[src/rtl/swp_pkg.sv]
`timescale 1ns/1ps
package swp_pkg;
  typedef enum logic [2:0] {
    SL_IDLE, SL_SYNC0, SL_SYNC1, SL_BODY, SL_CRC, SL_ACK
  } slot_e;

  // drive-low level of a Manchester bit: NRZ xor half-slot phase
  function automatic logic manch_low(input logic nrz, input logic second_half);
    return nrz ^ second_half;
  endfunction
endpackage

[src/rtl/swp_half_timer.sv]
`timescale 1ns/1ps
module swp_half_timer #(
  parameter int unsigned DIV_W = 8
) (
  input  logic             clk_i,
  input  logic             rst_ni,
  input  logic             restart_i,
  input  logic             run_i,
  input  logic [DIV_W-1:0] div_i,
  output logic             half_end_o,
  output logic             phase_o
);
  logic [DIV_W-1:0] cnt_q;
  logic             phase_q;
  logic             wrap;

  assign wrap       = cnt_q == div_i - 1'b1;
  assign half_end_o = run_i && !restart_i && wrap;
  assign phase_o    = phase_q;

  always_ff @(posedge clk_i or negedge rst_ni) begin
    if (!rst_ni) begin
      cnt_q   <= '0;
      phase_q <= 1'b0;
    end else if (restart_i) begin
      cnt_q   <= '0;
      phase_q <= 1'b0;
    end else if (run_i) begin
      if (wrap) begin
        cnt_q   <= '0;
        phase_q <= ~phase_q;
      end else begin
        cnt_q <= cnt_q + 1'b1;
      end
    end
  end

  a_r9_cnt_bound: assert property (@(posedge clk_i) disable iff (!rst_ni)
    run_i |-> cnt_q < div_i);
  a_r9_phase_flip: assert property (@(posedge clk_i) disable iff (!rst_ni)
    half_end_o |=> phase_o != $past(phase_o));
endmodule

[src/rtl/swp_crc4.sv]
`timescale 1ns/1ps
module swp_crc4 #(
  parameter int unsigned     W    = 4,
  parameter logic [W-1:0]    POLY = 4'b0011
) (
  input  logic clk_i,
  input  logic rst_ni,
  input  logic clear_i,
  input  logic feed_i,
  input  logic bit_i,
  input  logic drain_i,
  output logic msb_o
);
  logic [W-1:0] crc_q;
  logic         fb;

  assign fb    = bit_i ^ crc_q[W-1];
  assign msb_o = crc_q[W-1];

  always_ff @(posedge clk_i or negedge rst_ni) begin
    if (!rst_ni)      crc_q <= '0;
    else if (clear_i) crc_q <= '0;
    else if (feed_i)  crc_q <= {crc_q[W-2:0], 1'b0} ^ (fb ? POLY : '0);
    else if (drain_i) crc_q <= {crc_q[W-2:0], 1'b0};
  end

  a_r3_drain_shift: assert property (@(posedge clk_i) disable iff (!rst_ni)
    (drain_i && !clear_i) |=> msb_o == $past(crc_q[W-2]));
  a_r3_clear_zero: assert property (@(posedge clk_i) disable iff (!rst_ni)
    clear_i |=> !msb_o);
endmodule

[src/rtl/swp_line_drv.sv]
`timescale 1ns/1ps
module swp_line_drv (
  input  logic clk_i,
  input  logic rst_ni,
  input  logic active_i,
  input  logic lvl_low_i,
  input  logic done_i,
  input  logic bus_i,
  output logic drv_low_o,
  output logic busy_o,
  output logic done_o,
  output logic bus_sync_o
);
  logic [1:0] sync_q;

  always_ff @(posedge clk_i or negedge rst_ni) begin
    if (!rst_ni) begin
      drv_low_o <= 1'b0;
      busy_o    <= 1'b0;
      done_o    <= 1'b0;
      sync_q    <= 2'b11;
    end else begin
      drv_low_o <= active_i & lvl_low_i;
      busy_o    <= active_i;
      done_o    <= done_i;
      sync_q    <= {sync_q[0], bus_i};
    end
  end

  assign bus_sync_o = sync_q[1];

  a_r5_idle_released: assert property (@(posedge clk_i) disable iff (!rst_ni)
    !busy_o |-> !drv_low_o);
  a_r10_done_idle: assert property (@(posedge clk_i) disable iff (!rst_ni)
    done_o |-> !busy_o);
  a_r10_done_pulse: assert property (@(posedge clk_i) disable iff (!rst_ni)
    done_o |=> !done_o);
endmodule

[src/rtl/swire_prio_tx.sv]
`timescale 1ns/1ps
module swire_prio_tx
  import swp_pkg::*;
#(
  parameter int unsigned       MAX_BYTES = 7,
  parameter int unsigned       DIV_W     = 8,
  parameter int unsigned       MIN_HALF  = 4,
  parameter int unsigned       CRC_W     = 4,
  parameter logic [CRC_W-1:0]  CRC_POLY  = 4'b0011,
  localparam int unsigned      CNT_W     = $clog2(MAX_BYTES + 1),
  localparam int unsigned      PAY_W     = 8 * MAX_BYTES
) (
  input  logic             clk_i,
  input  logic             rst_ni,
  input  logic             start_i,
  input  logic             hp_i,
  input  logic [CNT_W-1:0] count_i,
  input  logic [PAY_W-1:0] payload_i,
  input  logic [DIV_W-1:0] prescale_i,
  input  logic             bus_i,
  output logic             drv_low_o,
  output logic             busy_o,
  output logic             done_o,
  output logic             ack_ok_o
);
  localparam int unsigned BODY_W = CNT_W + PAY_W;
  localparam int unsigned BC_W   = $clog2(BODY_W + 1);

  slot_e             slot_q;
  logic              hp_q;
  logic [BODY_W-1:0] sh_q;
  logic [BC_W-1:0]   bc_q;
  logic [DIV_W-1:0]  div_q;
  logic              ack_q;
  logic              done_q;

  logic              busy, half_end, phase, slot_end, crc_msb, bus_s, lvl_low;
  logic              cnt_ok, acc_lp, acc_hp, accept;
  logic [PAY_W-1:0]  lp_aligned;
  logic [BODY_W-1:0] load_sh;
  logic [BC_W-1:0]   load_bc;
  logic [DIV_W-1:0]  div_eff;

  assign busy     = slot_q != SL_IDLE;
  assign slot_end = half_end && phase;

  // request acceptance: urgent may preempt a bulk frame
  assign cnt_ok  = (count_i != '0) && (int'(count_i) <= int'(MAX_BYTES));
  assign acc_lp  = start_i && !hp_i && cnt_ok && !busy;
  assign acc_hp  = start_i && hp_i && (!busy || !hp_q);
  assign accept  = acc_lp || acc_hp;

  assign lp_aligned = payload_i << (8 * (int'(MAX_BYTES) - int'(count_i)));
  assign load_sh    = hp_i ? {payload_i[7:0], {(BODY_W-8){1'b0}}} : {count_i, lp_aligned};
  assign load_bc    = hp_i ? BC_W'(7) : BC_W'(int'(CNT_W) + 8 * int'(count_i) - 1);
  assign div_eff    = (prescale_i < DIV_W'(MIN_HALF)) ? DIV_W'(MIN_HALF) : prescale_i;

  swp_half_timer #(.DIV_W(DIV_W)) u_timer (
    .clk_i, .rst_ni,
    .restart_i (accept),
    .run_i     (busy),
    .div_i     (div_q),
    .half_end_o(half_end),
    .phase_o   (phase)
  );

  swp_crc4 #(.W(CRC_W), .POLY(CRC_POLY)) u_crc (
    .clk_i, .rst_ni,
    .clear_i(accept),
    .feed_i (slot_end && slot_q == SL_BODY && !accept),
    .bit_i  (sh_q[BODY_W-1]),
    .drain_i(slot_end && slot_q == SL_CRC && !accept),
    .msb_o  (crc_msb)
  );

  always_comb begin
    case (slot_q)
      SL_SYNC0: lvl_low = hp_q ? 1'b1 : manch_low(1'b1, phase);
      SL_SYNC1: lvl_low = manch_low(hp_q, phase);
      SL_BODY:  lvl_low = manch_low(sh_q[BODY_W-1], phase);
      SL_CRC:   lvl_low = manch_low(crc_msb, phase);
      default:  lvl_low = 1'b0;
    endcase
  end

  swp_line_drv u_line (
    .clk_i, .rst_ni,
    .active_i  (busy),
    .lvl_low_i (lvl_low),
    .done_i    (done_q),
    .bus_i     (bus_i),
    .drv_low_o (drv_low_o),
    .busy_o    (busy_o),
    .done_o    (done_o),
    .bus_sync_o(bus_s)
  );

  always_ff @(posedge clk_i or negedge rst_ni) begin
    if (!rst_ni) begin
      slot_q <= SL_IDLE;
      hp_q   <= 1'b0;
      sh_q   <= '0;
      bc_q   <= '0;
      div_q  <= DIV_W'(MIN_HALF);
      ack_q  <= 1'b0;
      done_q <= 1'b0;
    end else begin
      done_q <= 1'b0;
      if (accept) begin
        slot_q <= SL_SYNC0;
        hp_q   <= hp_i;
        sh_q   <= load_sh;
        bc_q   <= load_bc;
        div_q  <= div_eff;
        ack_q  <= 1'b0;
      end else begin
        if (half_end && !phase && slot_q == SL_ACK) ack_q <= ~bus_s;
        if (slot_end) begin
          case (slot_q)
            SL_SYNC0: slot_q <= SL_SYNC1;
            SL_SYNC1: slot_q <= SL_BODY;
            SL_BODY: begin
              sh_q <= {sh_q[BODY_W-2:0], 1'b0};
              if (bc_q == '0) begin
                slot_q <= SL_CRC;
                bc_q   <= BC_W'(CRC_W - 1);
              end else begin
                bc_q <= bc_q - 1'b1;
              end
            end
            SL_CRC: begin
              if (bc_q == '0) slot_q <= SL_ACK;
              else            bc_q   <= bc_q - 1'b1;
            end
            SL_ACK: begin
              slot_q <= SL_IDLE;
              done_q <= 1'b1;
            end
            default: ;
          endcase
        end
      end
    end
  end

  assign ack_ok_o = ack_q;

  a_r1_hp_sync_low: assert property (@(posedge clk_i) disable iff (!rst_ni)
    (slot_q == SL_SYNC0 && hp_q && !accept) |=> drv_low_o);
  a_r5_ack_released: assert property (@(posedge clk_i) disable iff (!rst_ni)
    (slot_q == SL_ACK && !accept) |=> !drv_low_o);
  a_r7_preempt: assert property (@(posedge clk_i) disable iff (!rst_ni)
    (start_i && hp_i && busy && !hp_q) |=> (slot_q == SL_SYNC0 && hp_q));
  a_r8_reject_zero: assert property (@(posedge clk_i) disable iff (!rst_ni)
    (start_i && !hp_i && count_i == '0 && !busy) |=> slot_q == SL_IDLE);
  a_r8_hp_not_restarted: assert property (@(posedge clk_i) disable iff (!rst_ni)
    (busy && hp_q && slot_q != SL_ACK) |=> (hp_q && slot_q != SL_IDLE));
  a_r6_ack_cleared: assert property (@(posedge clk_i) disable iff (!rst_ni)
    accept |=> !ack_ok_o);
endmodule

[config.mk]
export PLATFORM = sky130hd
export DESIGN_NAME = swire_prio_tx
export DESIGN_NICKNAME = d
export VERILOG_FILES = /design/src/rtl/swp_pkg.sv /design/src/rtl/swp_half_timer.sv /design/src/rtl/swp_crc4.sv /design/src/rtl/swp_line_drv.sv /design/src/rtl/swire_prio_tx.sv
export SDC_FILE = /design/constraint.sdc
export NUM_CORES = 1
export LEC_CHECK = 0
export ABC_AREA = 0
export BUFFER_PORTS_ARGS = -buffer_cell sky130_fd_sc_hd__buf_2
export CAP_MARGIN = 20
export CORE_MARGIN = 8
export CORE_UTILIZATION = 45
export DETAILED_ROUTE_END_ITERATION = 16
export GPL_ROUTABILITY_DRIVEN = 0
export PLACE_DENSITY = 0.73
export SLEW_MARGIN = 10
export SYNTH_ARGS = -nofsm -noshare
export SYNTH_HDL_FRONTEND = slang
export SYNTH_SLANG_ARGS = --single-unit
[constraint.sdc]
create_clock -name clk_i -period 3.7 [get_ports clk_i]
set_input_delay 0 -clock clk_i [delete_from_list [all_inputs] [get_ports clk_i]]
set_output_delay 0 -clock clk_i [all_outputs]
set_load 0.005 [all_outputs]
==> impl_metrics.env <==
export IMPL_grt_antenna_before_repair=1
export IMPL_synth_warning_count=0
export IMPL_yosys_area_share_xor_xnor_pct=1.39
export IMPL_main_combinational_cell_family_by_area_after_synthesis="compound AO/OA/AOI/OAI gates"
export IMPL_muxShareOfSynthArea_pct=14.5
export IMPL_detailedPlace_worstSlack_ns=0.502
export IMPL_io_pin_count=76
export IMPL_peakVddDrop_mv=0.280
export IMPL_die_area_mm2=0.0180
export IMPL_post_drt_via_cell_ratio=6.30
export IMPL_drv_max_cap_violation_count=0
export IMPL_grt_use_total_pct=19.4
export IMPL_critical_path_class="flop to flop"
export IMPL_cts_root_buffer_cell="clkbuf_16"
export IMPL_power_per_cell_area_mw_per_mm2=569
export IMPL_slew_violations=0
export IMPL_via_count=5561
export IMPL_synth_adder_area_share_pct=0.796
export IMPL_final_nets=772
export IMPL_finalSetupViolCount=0
export IMPL_dp_cells=847
export IMPL_leakagePower_nw=3.02
export IMPL_grt_pass1_wl_um=28600
export IMPL_seqPwrFrac_pct=44.6
export IMPL_r2r_start="div_q[0]$_DFFE_PN0N_"
export IMPL_postSynthNetCount=703
export IMPL_netlist_instances=627
export IMPL_hold_path_class="input pin to flop"
export IMPL_floorplan_die_width_um=134
export IMPL_reg2reg_depth=8
export IMPL_clock_pin_slew_reported_for_the_worst_setup_and_hold_paths_after_clock_tree_synthesis_ns=0.07
export IMPL_period_minus_slack_ns=3.28
export IMPL_synth_edff_count=0
export IMPL_die_height_um=134
export IMPL_ys_top_cells_by_count="dfrtp_1, nand2_1, o21ai_0, a2bb2oi_1, clkbuf_1"
export IMPL_cts_buffer_depth=2
export IMPL_net_switching_power_mw=1.40
export IMPL_initial_utilization_pct=45.6
export IMPL_postRouteWirelength_um=17500
export IMPL_fraction_of_the_core_area_covered_by_cells_at_the_end_of_the_flow_pct=52.6
export IMPL_design_power_total_mw=4.12
export IMPL_worstHoldStart="payload_i[14]"
export IMPL_first_pass_iters=5
export IMPL_critPathRequiredTime_ns=3.92
export IMPL_timing_max_slew_rel_slack_pct=40.2
export IMPL_cts_made_buffers=9
export IMPL_rr_endpoint="sh_q[53]$_DFFE_PN0P_"
export IMPL_postCtsSetupRepairBufs=0
export IMPL_worstPathArrival_ns=3.50
export IMPL_result_of_the_run="completed"
export IMPL_share_comb_of_total_power_pct=32.6
export IMPL_grt_setup_unrepaired="false"
export IMPL_synth_largest_area_cell="dfrtp_1"
export IMPL_synth_largest_type_area_fraction_pct=37.4
export IMPL_drt_wirelength_per_cell_um=19.8
export IMPL_drt_iter0_markers=654
export IMPL_synth_compound_area_share_pct=26.5
export IMPL_first_global_vias=5539
export IMPL_cts_sinks=97
export IMPL_worst_case_hold_path_end_point="sh_q[22]$_DFFE_PN0P_"
export IMPL_mappedNetlistArea_mm2=0.00628
export IMPL_avgSynthCellArea_um2=10.0
export IMPL_max_clock_freq_ghz=0.305
export IMPL_timing_final_hold_violations=0
export IMPL_drc_errors=0
export IMPL_post_synth_top_count_cell="dfrtp_1"
export IMPL_synth_top_cells_by_area="dfrtp_1, mux4_2, a2bb2oi_1, o21ai_0, nand2_1"
export IMPL_finalCritPeriodShare_pct=88.7
export IMPL_setup_worst_path_end_class="flop"
export IMPL_area_of_the_multi_input_gates_mm2=0.00356
export IMPL_share_of_the_yosys_chip_area_belonging_to_registers_pct=38.7
export IMPL_fin_setup_tns_ns=0
export IMPL_fin_ws_ns=0.417
export IMPL_asyncSetResetFlopFracSynth_pct=100
export IMPL_syn_to_final_growth_pct=15.3
export IMPL_worst_path_max_fanout=59
export IMPL_cts_repair_resize_count=0
export IMPL_cts_tree="yes"
export IMPL_power_frac_clock_pct=22.8
export IMPL_worst_setup_path_start_kind="flop"
export IMPL_grt_ovfl_total=0
export IMPL_clock_skew_ns=0.0111
export IMPL_r2r_slack_ns=0.42
export IMPL_synth_ff_latch_count=97
export IMPL_synth_simple_gate_area_share_pct=13.3
export IMPL_floorplan_row_count=43
export IMPL_worst_slew_pin_slew_ns=0.895
export IMPL_worst_skew_pair_late_latency_ns=0.34
export IMPL_fillCellCount=1246
export IMPL_intPower_mw=2.73
export IMPL_layout_cells_non_filler=882
export IMPL_unique_cell_type_count_in_the_yosys_netlist=63
export IMPL_design_core_area_mm2=0.0138
export IMPL_grt_max_degree=61
export IMPL_dp_final_hpwl_um=12000
export IMPL_worst_hold_path_num_cells=4
export IMPL_final_antenna_net_count=0
export IMPL_final_seq_area_mm2=0.00243
export IMPL_cts_htree_levels=3
export IMPL_switching_share_pct=33.9
export IMPL_post_route_cells_drive_above_1_share_pct=25.2
export IMPL_port_buffer_count=75
export IMPL_synth_flop_cell="dfrtp_1"
==> flip-flops by register name (all words and copies together), names as in the netlist <==
name,cells
ack_ok_o,1
bc_q,6
div_q,8
done_q,1
hp_q,1
sh_q,59
slot_q,3
u_crc.crc_q,4
u_line.busy_o,1
u_line.done_o,1
u_line.drv_low_o,1
u_line.sync_q,2
u_timer.cnt_q,8
u_timer.phase_o,1
==> final cells by class <==
type / count / area share (%)
diodes: 1 / 0.0345
clock buffers: 9 / 3.11
clock inverters: 7 / 0.967
inverters: 10 / 0.518
multi-input cells: 468 / 49.1
flip-flops and latches: 97 / 33.6
well taps: 180 / 3.11
repair buffers: 110 / 9.64
==> timing repair <==
| item | 4_1_cts | 5_1_grt |
|---|---|---|
| hold buffers | 18 | 0 |
| setup endpoints to repair | 0 | 0 |
| hold endpoints to repair | 76 | 0 |
==> power groups by stage <==
stage                     clock, mW  sequential, mW  combinational [mW]
after floorplan                   0            1.71                1.06
after global placement            0            1.82                1.26
after detailed placement          0            1.83                1.32
after CTS                     0.953            1.83                1.34
after global routing          0.993            1.88                1.48
final                         0.939            1.84                1.35
==> cell families (layout without fill, tap and decap cells) <==
kind of cell / count (synthesis) / count (layout)
AND/OR/NAND/NOR: 171 / 171
adder cells (fa/ha/maj): 4 / 4
multiplexers: 58 / 58
buffers and inverters: 62 / 136
AO/OA/AOI/OAI: 225 / 225
flip-flops: 97 / 97
other: 0 / 1
XOR/XNOR: 10 / 10
==> cells in the final DEF (no fill, tap or decap), types with 3 or more instances in the layout <==
master and n:
o21ai_0 67, nand2_1 75, nor4_1 6, dfrtp_1 94
mux4_2 24, xnor2_1 4, a32o_1 5, a22o_1 24
dfstp_2 3, nand3_1 16, clkinv_2 3, and3_1 8
a22oi_1 7, o21ai_1 10, nor3b_1 6, mux2i_1 12
a2bb2oi_2 12, xor2_1 6, nor3_1 8, a311oi_1 3
buf_2 74, clkbuf_16 9, mux2_2 22, nand2b_1 9
a2bb2oi_1 46, dlygate4sd3_1 18, a31oi_1 7, inv_1 9
a21oi_1 13, nor2b_1 8, o211ai_1 14, buf_4 17
nor2_1 20, ha_1 4
==> worst max path at each step <==
stage	start	to	slack, ns	cells past startpoint
3_5_place_dp	div_q[0]$_DFFE_PN0N_	sh_q[53]$_DFFE_PN0P_	0.50	8
6_report	div_q[0]$_DFFE_PN0N_	sh_q[53]$_DFFE_PN0P_	0.42	8
3_3_place_gp	div_q[0]$_DFFE_PN0N_	sh_q[53]$_DFFE_PN0P_	0.56	8
2_1_floorplan	div_q[0]$_DFFE_PN0N_	u_crc.crc_q[2]$_DFFE_PN0P_	0.80	7
4_1_cts	div_q[0]$_DFFE_PN0N_	sh_q[53]$_DFFE_PN0P_	0.47	8
5_1_grt	div_q[0]$_DFFE_PN0N_	sh_q[20]$_DFFE_PN0P_	0.24	8
==> metal layers <==
| layer | part of all wire, % | vias to the layer above | track usage [%] |
|---|---|---|---|
| met5 | 0 | - | 0 |
| met4 | 1.7 | 0 | 6.86 |
| met3 | 6.3 | 24 | 4.23 |
| met2 | 49 | 222 | 31.3 |
| met1 | 43 | 2788 | 25.3 |
| li1 | - | 2527 | - |
==> through the flow <==
stage	area, um2	hold WS (ns)
finish	7250	0.130
global route	7250	0.164
CTS	7240	0.121
detailed placement	6770	0.108
global placement	6770	0.108
floorplan	6280	-0.296
==> critical path, stage by stage (launching register included) <==
cell and delay, ns:
dfrtp_1 0.43, or4_4 0.55, or4_1 0.53, o211ai_1 0.13, a31oi_1 0.13, or4b_1 0.63
buf_4 0.33, o21ai_0 0.30, a2bb2oi_1 0.10
(Power assumes the default switching activity.)
